### config.mk
export PLATFORM = sky130hd
export DESIGN_NAME = dest_addr_filter
export DESIGN_NICKNAME = d
export VERILOG_FILES = /design/src/rtl/addr_filter_pkg.sv /design/src/rtl/cam_ctrl.sv /design/src/rtl/cam_datapath.sv /design/src/rtl/dest_addr_filter.sv
export SDC_FILE = /design/constraint.sdc
export NUM_CORES = 2
export LEC_CHECK = 0
export BUFFER_PORTS_ARGS = -buffer_cell sky130_fd_sc_hd__buf_2
export CAP_MARGIN = 20
export CORE_UTILIZATION = 55
export DETAILED_ROUTE_END_ITERATION = 16
export GPL_ROUTABILITY_DRIVEN = 0
export HOLD_SLACK_MARGIN = 0.15
export PLACE_DENSITY_LB_ADDON = 0.25
export SETUP_SLACK_MARGIN = 0.15
export SLEW_MARGIN = 20
export SYNTH_ARGS = -nofsm -noshare
export SYNTH_HDL_FRONTEND = slang
export SYNTH_HIERARCHICAL = 1
export SYNTH_SLANG_ARGS = --single-unit
### constraint.sdc
create_clock -name clk -period 6.45 [get_ports clk]
set_input_delay 0 -clock clk [delete_from_list [all_inputs] [get_ports clk]]
set_output_delay 0 -clock clk [all_outputs]
set_load 0.005 [all_outputs]
### src/rtl/addr_filter_pkg.sv
package addr_filter_pkg;
  localparam int ADDR_BYTES = 6;
  localparam int CTL_CMP    = 0;
  localparam int CTL_MCAST  = 1;
  localparam int CTL_BCAST  = 2;

  typedef struct packed {
    logic       capture;
    logic [2:0] byteIdx;
    logic       decide;
    logic       clearDec;
  } camStrobe_t;
endpackage

### src/rtl/cam_ctrl.sv
module cam_ctrl
  import addr_filter_pkg::*;
(
  input  logic       clk,
  input  logic       rstN,
  input  logic       rxSof,
  input  logic       rxByteValid,
  output camStrobe_t strb
);
  localparam logic [2:0] LAST_IDX = 3'(ADDR_BYTES - 1);
  localparam logic [2:0] DONE_CNT = 3'(ADDR_BYTES);

  logic       active;
  logic [2:0] byteCnt;

  always_comb begin
    strb.clearDec = rxSof;
    strb.byteIdx  = rxSof ? 3'd0 : byteCnt;
    strb.capture  = rxByteValid && (rxSof || (active && byteCnt < DONE_CNT));
    strb.decide   = strb.capture && (strb.byteIdx == LAST_IDX);
  end

  always_ff @(posedge clk or negedge rstN) begin
    if (!rstN) begin
      active  <= 1'b0;
      byteCnt <= '0;
    end else if (rxSof) begin
      active  <= 1'b1;
      byteCnt <= rxByteValid ? 3'd1 : 3'd0;
    end else if (strb.capture) begin
      byteCnt <= byteCnt + 3'd1;
    end
  end

  // the address counter never runs past the last destination byte
  a_r9_count_bound: assert property (@(posedge clk) disable iff (!rstN)
    byteCnt <= DONE_CNT);

  // a byte that comes with the start strobe is byte 0
  a_r12_sof_first_byte: assert property (@(posedge clk) disable iff (!rstN)
    (rxSof && rxByteValid) |=> (byteCnt == 3'd1 && active));

  // nothing is captured before the first start strobe
  a_r9_idle_ignores: assert property (@(posedge clk) disable iff (!rstN)
    (!active && !rxSof) |-> !strb.capture);
endmodule

### src/rtl/cam_datapath.sv
module cam_datapath
  import addr_filter_pkg::*;
#(
  parameter int ENTRIES = 16,
  parameter int REG_AW  = 8,
  parameter int IDX_W   = 4
) (
  input  logic              clk,
  input  logic              rstN,
  input  logic              regWrEn,
  input  logic [REG_AW-1:0] regAddr,
  input  logic [31:0]       regWrData,
  input  camStrobe_t        strb,
  input  logic [7:0]        rxByte,
  output logic              decValid,
  output logic              decAccept,
  output logic              decHit,
  output logic [IDX_W-1:0]  decIndex
);
  localparam int WORD_W   = REG_AW - 2;
  localparam int MASK_WRD = 2 * ENTRIES;
  localparam int CTL_WRD  = 2 * ENTRIES + 1;

  logic [31:0]        entryHi [ENTRIES];
  logic [15:0]        entryLo [ENTRIES];
  logic [ENTRIES-1:0] enMask;
  logic [2:0]         ctlBits;
  logic [7:0]         addrByte [ADDR_BYTES-1];
  logic [WORD_W-1:0]  wordIdx;

  assign wordIdx = regAddr[REG_AW-1:2];

  // register file: all state written from one process
  always_ff @(posedge clk or negedge rstN) begin
    if (!rstN) begin
      for (int k = 0; k < ENTRIES; k++) begin
        entryHi[k] <= '0;
        entryLo[k] <= '0;
      end
      enMask  <= '0;
      ctlBits <= '0;
    end else if (regWrEn) begin
      for (int k = 0; k < ENTRIES; k++) begin
        if (wordIdx == WORD_W'(2 * k))     entryHi[k] <= regWrData;
        if (wordIdx == WORD_W'(2 * k + 1)) entryLo[k] <= regWrData[31:16];
      end
      if (wordIdx == WORD_W'(MASK_WRD)) enMask  <= regWrData[ENTRIES-1:0];
      if (wordIdx == WORD_W'(CTL_WRD))  ctlBits <= regWrData[2:0];
    end
  end

  // destination byte collection (the last byte is used live)
  always_ff @(posedge clk or negedge rstN) begin
    if (!rstN) begin
      for (int b = 0; b < ADDR_BYTES - 1; b++) addrByte[b] <= '0;
    end else if (strb.capture && strb.byteIdx < 3'(ADDR_BYTES - 1)) begin
      addrByte[strb.byteIdx] <= rxByte;
    end
  end

  logic [47:0] cand;
  assign cand = {addrByte[0], addrByte[1], addrByte[2], addrByte[3], addrByte[4], rxByte};

  logic [ENTRIES-1:0] entryHit;
  for (genvar k = 0; k < ENTRIES; k++) begin : g_match
    assign entryHit[k] = enMask[k] && (entryHi[k] == cand[47:16]) && (entryLo[k] == cand[15:0]);
  end

  logic [IDX_W-1:0] hitIdx;
  always_comb begin
    hitIdx = '0;
    for (int k = ENTRIES - 1; k >= 0; k--) begin
      if (entryHit[k]) hitIdx = IDX_W'(k);
    end
  end

  logic cmpHit, isBcast, isMcast, acceptNow;
  always_comb begin
    cmpHit    = ctlBits[CTL_CMP] && (|entryHit);
    isBcast   = &cand;
    isMcast   = cand[40] && !isBcast;
    acceptNow = cmpHit || (ctlBits[CTL_BCAST] && isBcast) || (ctlBits[CTL_MCAST] && isMcast);
  end

  always_ff @(posedge clk or negedge rstN) begin
    if (!rstN) begin
      decValid  <= 1'b0;
      decAccept <= 1'b0;
      decHit    <= 1'b0;
      decIndex  <= '0;
    end else if (strb.clearDec) begin
      decValid  <= 1'b0;
      decAccept <= 1'b0;
      decHit    <= 1'b0;
      decIndex  <= '0;
    end else if (strb.decide) begin
      decValid  <= 1'b1;
      decAccept <= acceptNow;
      decHit    <= cmpHit;
      decIndex  <= cmpHit ? hitIdx : '0;
    end
  end

  // start strobe withdraws the previous decision
  a_r9_sof_clears: assert property (@(posedge clk) disable iff (!rstN)
    strb.clearDec |=> !decValid);

  // a published decision holds until the next frame starts
  a_r9_hold: assert property (@(posedge clk) disable iff (!rstN)
    (decValid && !strb.clearDec) |=> (decValid && $stable(decAccept) && $stable(decHit) && $stable(decIndex)));

  // index reads zero when no entry matched
  a_r3_index_zero_on_miss: assert property (@(posedge clk) disable iff (!rstN)
    (decValid && !decHit) |-> (decIndex == '0));

  // a table hit always means acceptance
  a_r6_hit_accepts: assert property (@(posedge clk) disable iff (!rstN)
    decHit |-> (decAccept && decValid));

  // a reported hit points at an entry that was enabled when judged
  a_r4_enabled_hit: assert property (@(posedge clk) disable iff (!rstN)
    strb.decide |=> (!decHit || ((($past(enMask) >> decIndex) & ENTRIES'(1)) != '0)));
endmodule

### src/rtl/dest_addr_filter.sv
module dest_addr_filter
  import addr_filter_pkg::*;
#(
  parameter int ENTRIES = 16,
  localparam int REG_AW = $clog2(ENTRIES * 8 + 8),
  localparam int IDX_W  = (ENTRIES > 1) ? $clog2(ENTRIES) : 1
) (
  input  logic              clk,
  input  logic              rstN,
  input  logic              regWrEn,
  input  logic [REG_AW-1:0] regAddr,
  input  logic [31:0]       regWrData,
  input  logic              rxSof,
  input  logic              rxByteValid,
  input  logic [7:0]        rxByte,
  output logic              decValid,
  output logic              decAccept,
  output logic              decHit,
  output logic [IDX_W-1:0]  decIndex
);
  camStrobe_t strb;

  cam_ctrl u_ctrl (
    .clk         (clk),
    .rstN        (rstN),
    .rxSof       (rxSof),
    .rxByteValid (rxByteValid),
    .strb        (strb)
  );

  cam_datapath #(
    .ENTRIES (ENTRIES),
    .REG_AW  (REG_AW),
    .IDX_W   (IDX_W)
  ) u_dp (
    .clk       (clk),
    .rstN      (rstN),
    .regWrEn   (regWrEn),
    .regAddr   (regAddr),
    .regWrData (regWrData),
    .strb      (strb),
    .rxByte    (rxByte),
    .decValid  (decValid),
    .decAccept (decAccept),
    .decHit    (decHit),
    .decIndex  (decIndex)
  );
endmodule

==> results.yml <==
run_status:
  status: "completed"
worst_hold_path:
  hp-class: "input port to register"
floorplanning:
  initial_utilization: 0.559
  die_w_um: 283
  die_h_um: 283
  rows: 102
  coreArea_sq_um: 77800
  die-area_sq_um: 80300
  io_pins: 60
power_and_ir_drop:
  seqPwrFrac: 0.406
  sw_frac_of_total: 0.357
  cell_internal_pwr_mw: 11.2
  pwr-share-comb: 0.282
  leakage_nw: 21.2
  p_clk_frac: 0.313
  cellPowerDensity_nw_per_um2: 358
  p_total_mw: 17.3
  peakVddDrop_mv: 0.209
  p_sw_mw: 6.19
routing:
  wl_per_cell_um: 33.2
  drc: 0
  dr.pass1.iters: 10
  num_vias: 32700
  viasPerCell: 6.75
  finalWirelength_mm: 161
  ant_nets: 0
  first_iter_violations: 5342
cells_and_area:
  nets: 3775
  nFillCells: 6251
  syn_to_final_growth_pct: 11.2
  drive_gt1_frac: 0.303
  post-route-util: 0.622
synth:
  synth_area_leaders: "dfrtp_1 (48%), mux2_2 (20%), xnor2_1 (9.5%)"
  seq_area_frac_synth: 0.482
  synth_top_area_frac: 0.482
  synthFlopType: "dfrtp_1"
  ys_async_sr_fraction: 1.00
  yosysWarnings: 6
  ys_ff_latch: 838
  synthCells: 3693
  synth_cell_types: 70
  yosys.area.top_type: "dfrtp_1"
  syn_area_sq_um: 43500
  synth_edf_count: 0
  syn_area_per_cell_sq_um: 11.8
  synthesis.nets: 3747
critical_path:
  cp-end-kind: "register"
  worstSetupPathType: "register to register"
  crit_path_start_kind: "register"
  critPathRequiredTime_ns: 7.00
  crit_arrival_ns: 4.68
  cp_max_fo: 10
sta:
  slew_violations: 0
  finalSetupViolCount: 0
  skew_ns: 0.0158
  max_freq_ghz: 0.243
  fin_setup_tns_ns: 0
  fin_crit_sh: 0.639
  min_period_ns: 4.12
  final-hold-violation-count: 0
  tightestPinTransition_ns: 1.19
  rsz0062_at_grt: "false"
  slew_headroom: 0.202
global_routing:
  grt_pass1_wl_mm: 228
  gr-total-overflow: 0
  antenna_found_initial: 17
  grt_max_degree: 175
  grt_pass1_vias: 31800
  grt_usage: 0.399
cts:
  insertion_delay_ns: 0.65
  clock-sinks: 838
  cts_tree: "built"
  clockRootBuffer: "clkbuf_16"
  cts_buffers: 90
  post_cts_buffers: 0
  clk_pin_slew_worst_paths_ns: 0.06
  cts_buffer_depth: 3
  cts_resized: 0
  htreeDepth: 3
  ctsHoldBuffers: 28
job:
  max_cap_violations: 0
place:
  place_hpwl_mm: 94.3
  numPortBuffers: 57
[synthesized netlist by cell type (21+ instances only)]
library cell  number
nor4b_1           21
nor2b_1           28
nand3_1           52
nor4_1           118
nand2_1          149
buf_1             47
buf_2             42
mux2_2           783
xnor2_1          473
o21ai_0           45
inv_1             50
nand4_1          245
nand2b_1         133
dfrtp_1          838
nor3_1            42
xor2_1           202
clkbuf_1         160
nor2_1            65
[metrics by stage]
| stage | hold slack [ns] | area [sq um] | setup WS [ns] | std cells |
|---|---|---|---|---|
| after detailed placement | 0.0856 | 45000 | 2.55 | 4640 |
| after CTS | 0.153 | 48400 | 2.54 | 4835 |
| final | 0.198 | 48400 | 2.33 | 4842 |
| after global placement | 0.0851 | 45000 | 2.54 | 4640 |
| after global routing | 0.165 | 48400 | 2.46 | 4838 |
| after floorplan | -0.296 | 43500 | 3.73 | 3693 |
[worst max-delay path, stage by stage, from the launching register on]
cell and delay (ns):
dfrtp_1 0.92, buf_4 0.47, xnor2_1 0.16, nand2_1 0.11, nor4b_1 0.31, or4b_1 0.46
nor4b_1 0.90, nor4_1 0.15, nand4_1 0.19, nand2_1 0.09, a311oi_1 0.25
[final timing paths]
check / start / to / slack [ns] / cells past startpoint
worst max-delay path: u_dp/addrByte[22]$_DFFE_PN0P_ / u_dp/decAccept$_DFFE_PN0P_ / 2.33 / 10
worst min-delay path: regWrData[24] / u_dp/entryLo[216]$_DFFE_PN0P_ / 0.20 / 3
worst max register to register: u_dp/addrByte[22]$_DFFE_PN0P_ / u_dp/decAccept$_DFFE_PN0P_ / 2.33 / 10
worst min register to register: u_dp/decValid$_DFFE_PN0P_ / u_dp/decValid$_DFFE_PN0P_ / 0.49 / 2
max in group asynchronous: rstN / u_dp/entryLo[134]$_DFFE_PN0P_ / 4.53 / 5
min in group asynchronous: rstN / u_dp/entryHi[503]$_DFFE_PN0P_ / 0.63 / 4
[sequential cells by signal (all words and copies together) (netlist names)]
signal and cells:
u_dp/decAccept 1, u_dp/decIndex 4, u_dp/ctlBits 3, u_dp/decHit 1
u_ctrl/active 1, u_dp/entryLo 256, u_dp/decValid 1, u_ctrl/byteCnt 3
u_dp/entryHi 512, u_dp/enMask 16, u_dp/addrByte 40
[cell usage in the layout, fill, tap and decap left out, drive strengths merged, types with 28 or more instances in the layout]
cell type | netlist | layout
nor2b | 28 | 28
nand2b | 133 | 133
nor4 | 118 | 118
xnor2 | 473 | 473
nand4 | 245 | 245
nand2 | 150 | 150
clkbuf | 160 | 136
inv | 52 | 54
o21ai | 48 | 48
nor3 | 42 | 42
dfrtp | 838 | 838
nand3 | 52 | 52
nor2 | 65 | 65
mux2 | 796 | 796
xor2 | 202 | 202
buf | 91 | 160
[layout make-up]
type	count	area, sq um	area share
flip-flops and latches	838	21000	0.434
inverters	52	195	0.00403
well taps	1040	1300	0.0269
clock inverters	31	375	0.00775
diodes	6	15.0	0.000310
repair buffers	187	1430	0.0294
multi-input cells	2552	21400	0.442
clock buffers	136	2690	0.0555
[metal layers]
metal  up-vias  global-route usage  routed length, um
met5         -                   0                 70
li1      13200                   -                  -
met3       623               0.118              21100
met4        10               0.248              11500
met2      2222               0.562              66500
met1     16700               0.540              61700
[power by group through the flow]
stage          clock network (mW)  registers (mW)  logic, mW
3_3_place_gp                    0            7.03       4.63
6_report                     5.42            7.03       4.89
5_1_grt                      5.65            7.07       5.09
4_1_cts                      5.43            6.97       4.72
3_5_place_dp                    0            7.06       4.67
2_1_floorplan                   0            6.46       3.36
[kinds of logic after synthesis]
| family | after synthesis | share of synthesized area |
|---|---|---|
| xor gates and xnor gates | 675 | 0.136 |
| AOI/OAI and AO/OA | 118 | 0.0189 |
| adders and majority gates | 1 | 0.000287 |
| muxes | 796 | 0.206 |
| buffers and inverters | 303 | 0.0276 |
| DFF | 838 | 0.482 |
| and+or+nand+nor | 962 | 0.130 |
Note: power is estimated with default switching activity, not from simulation.
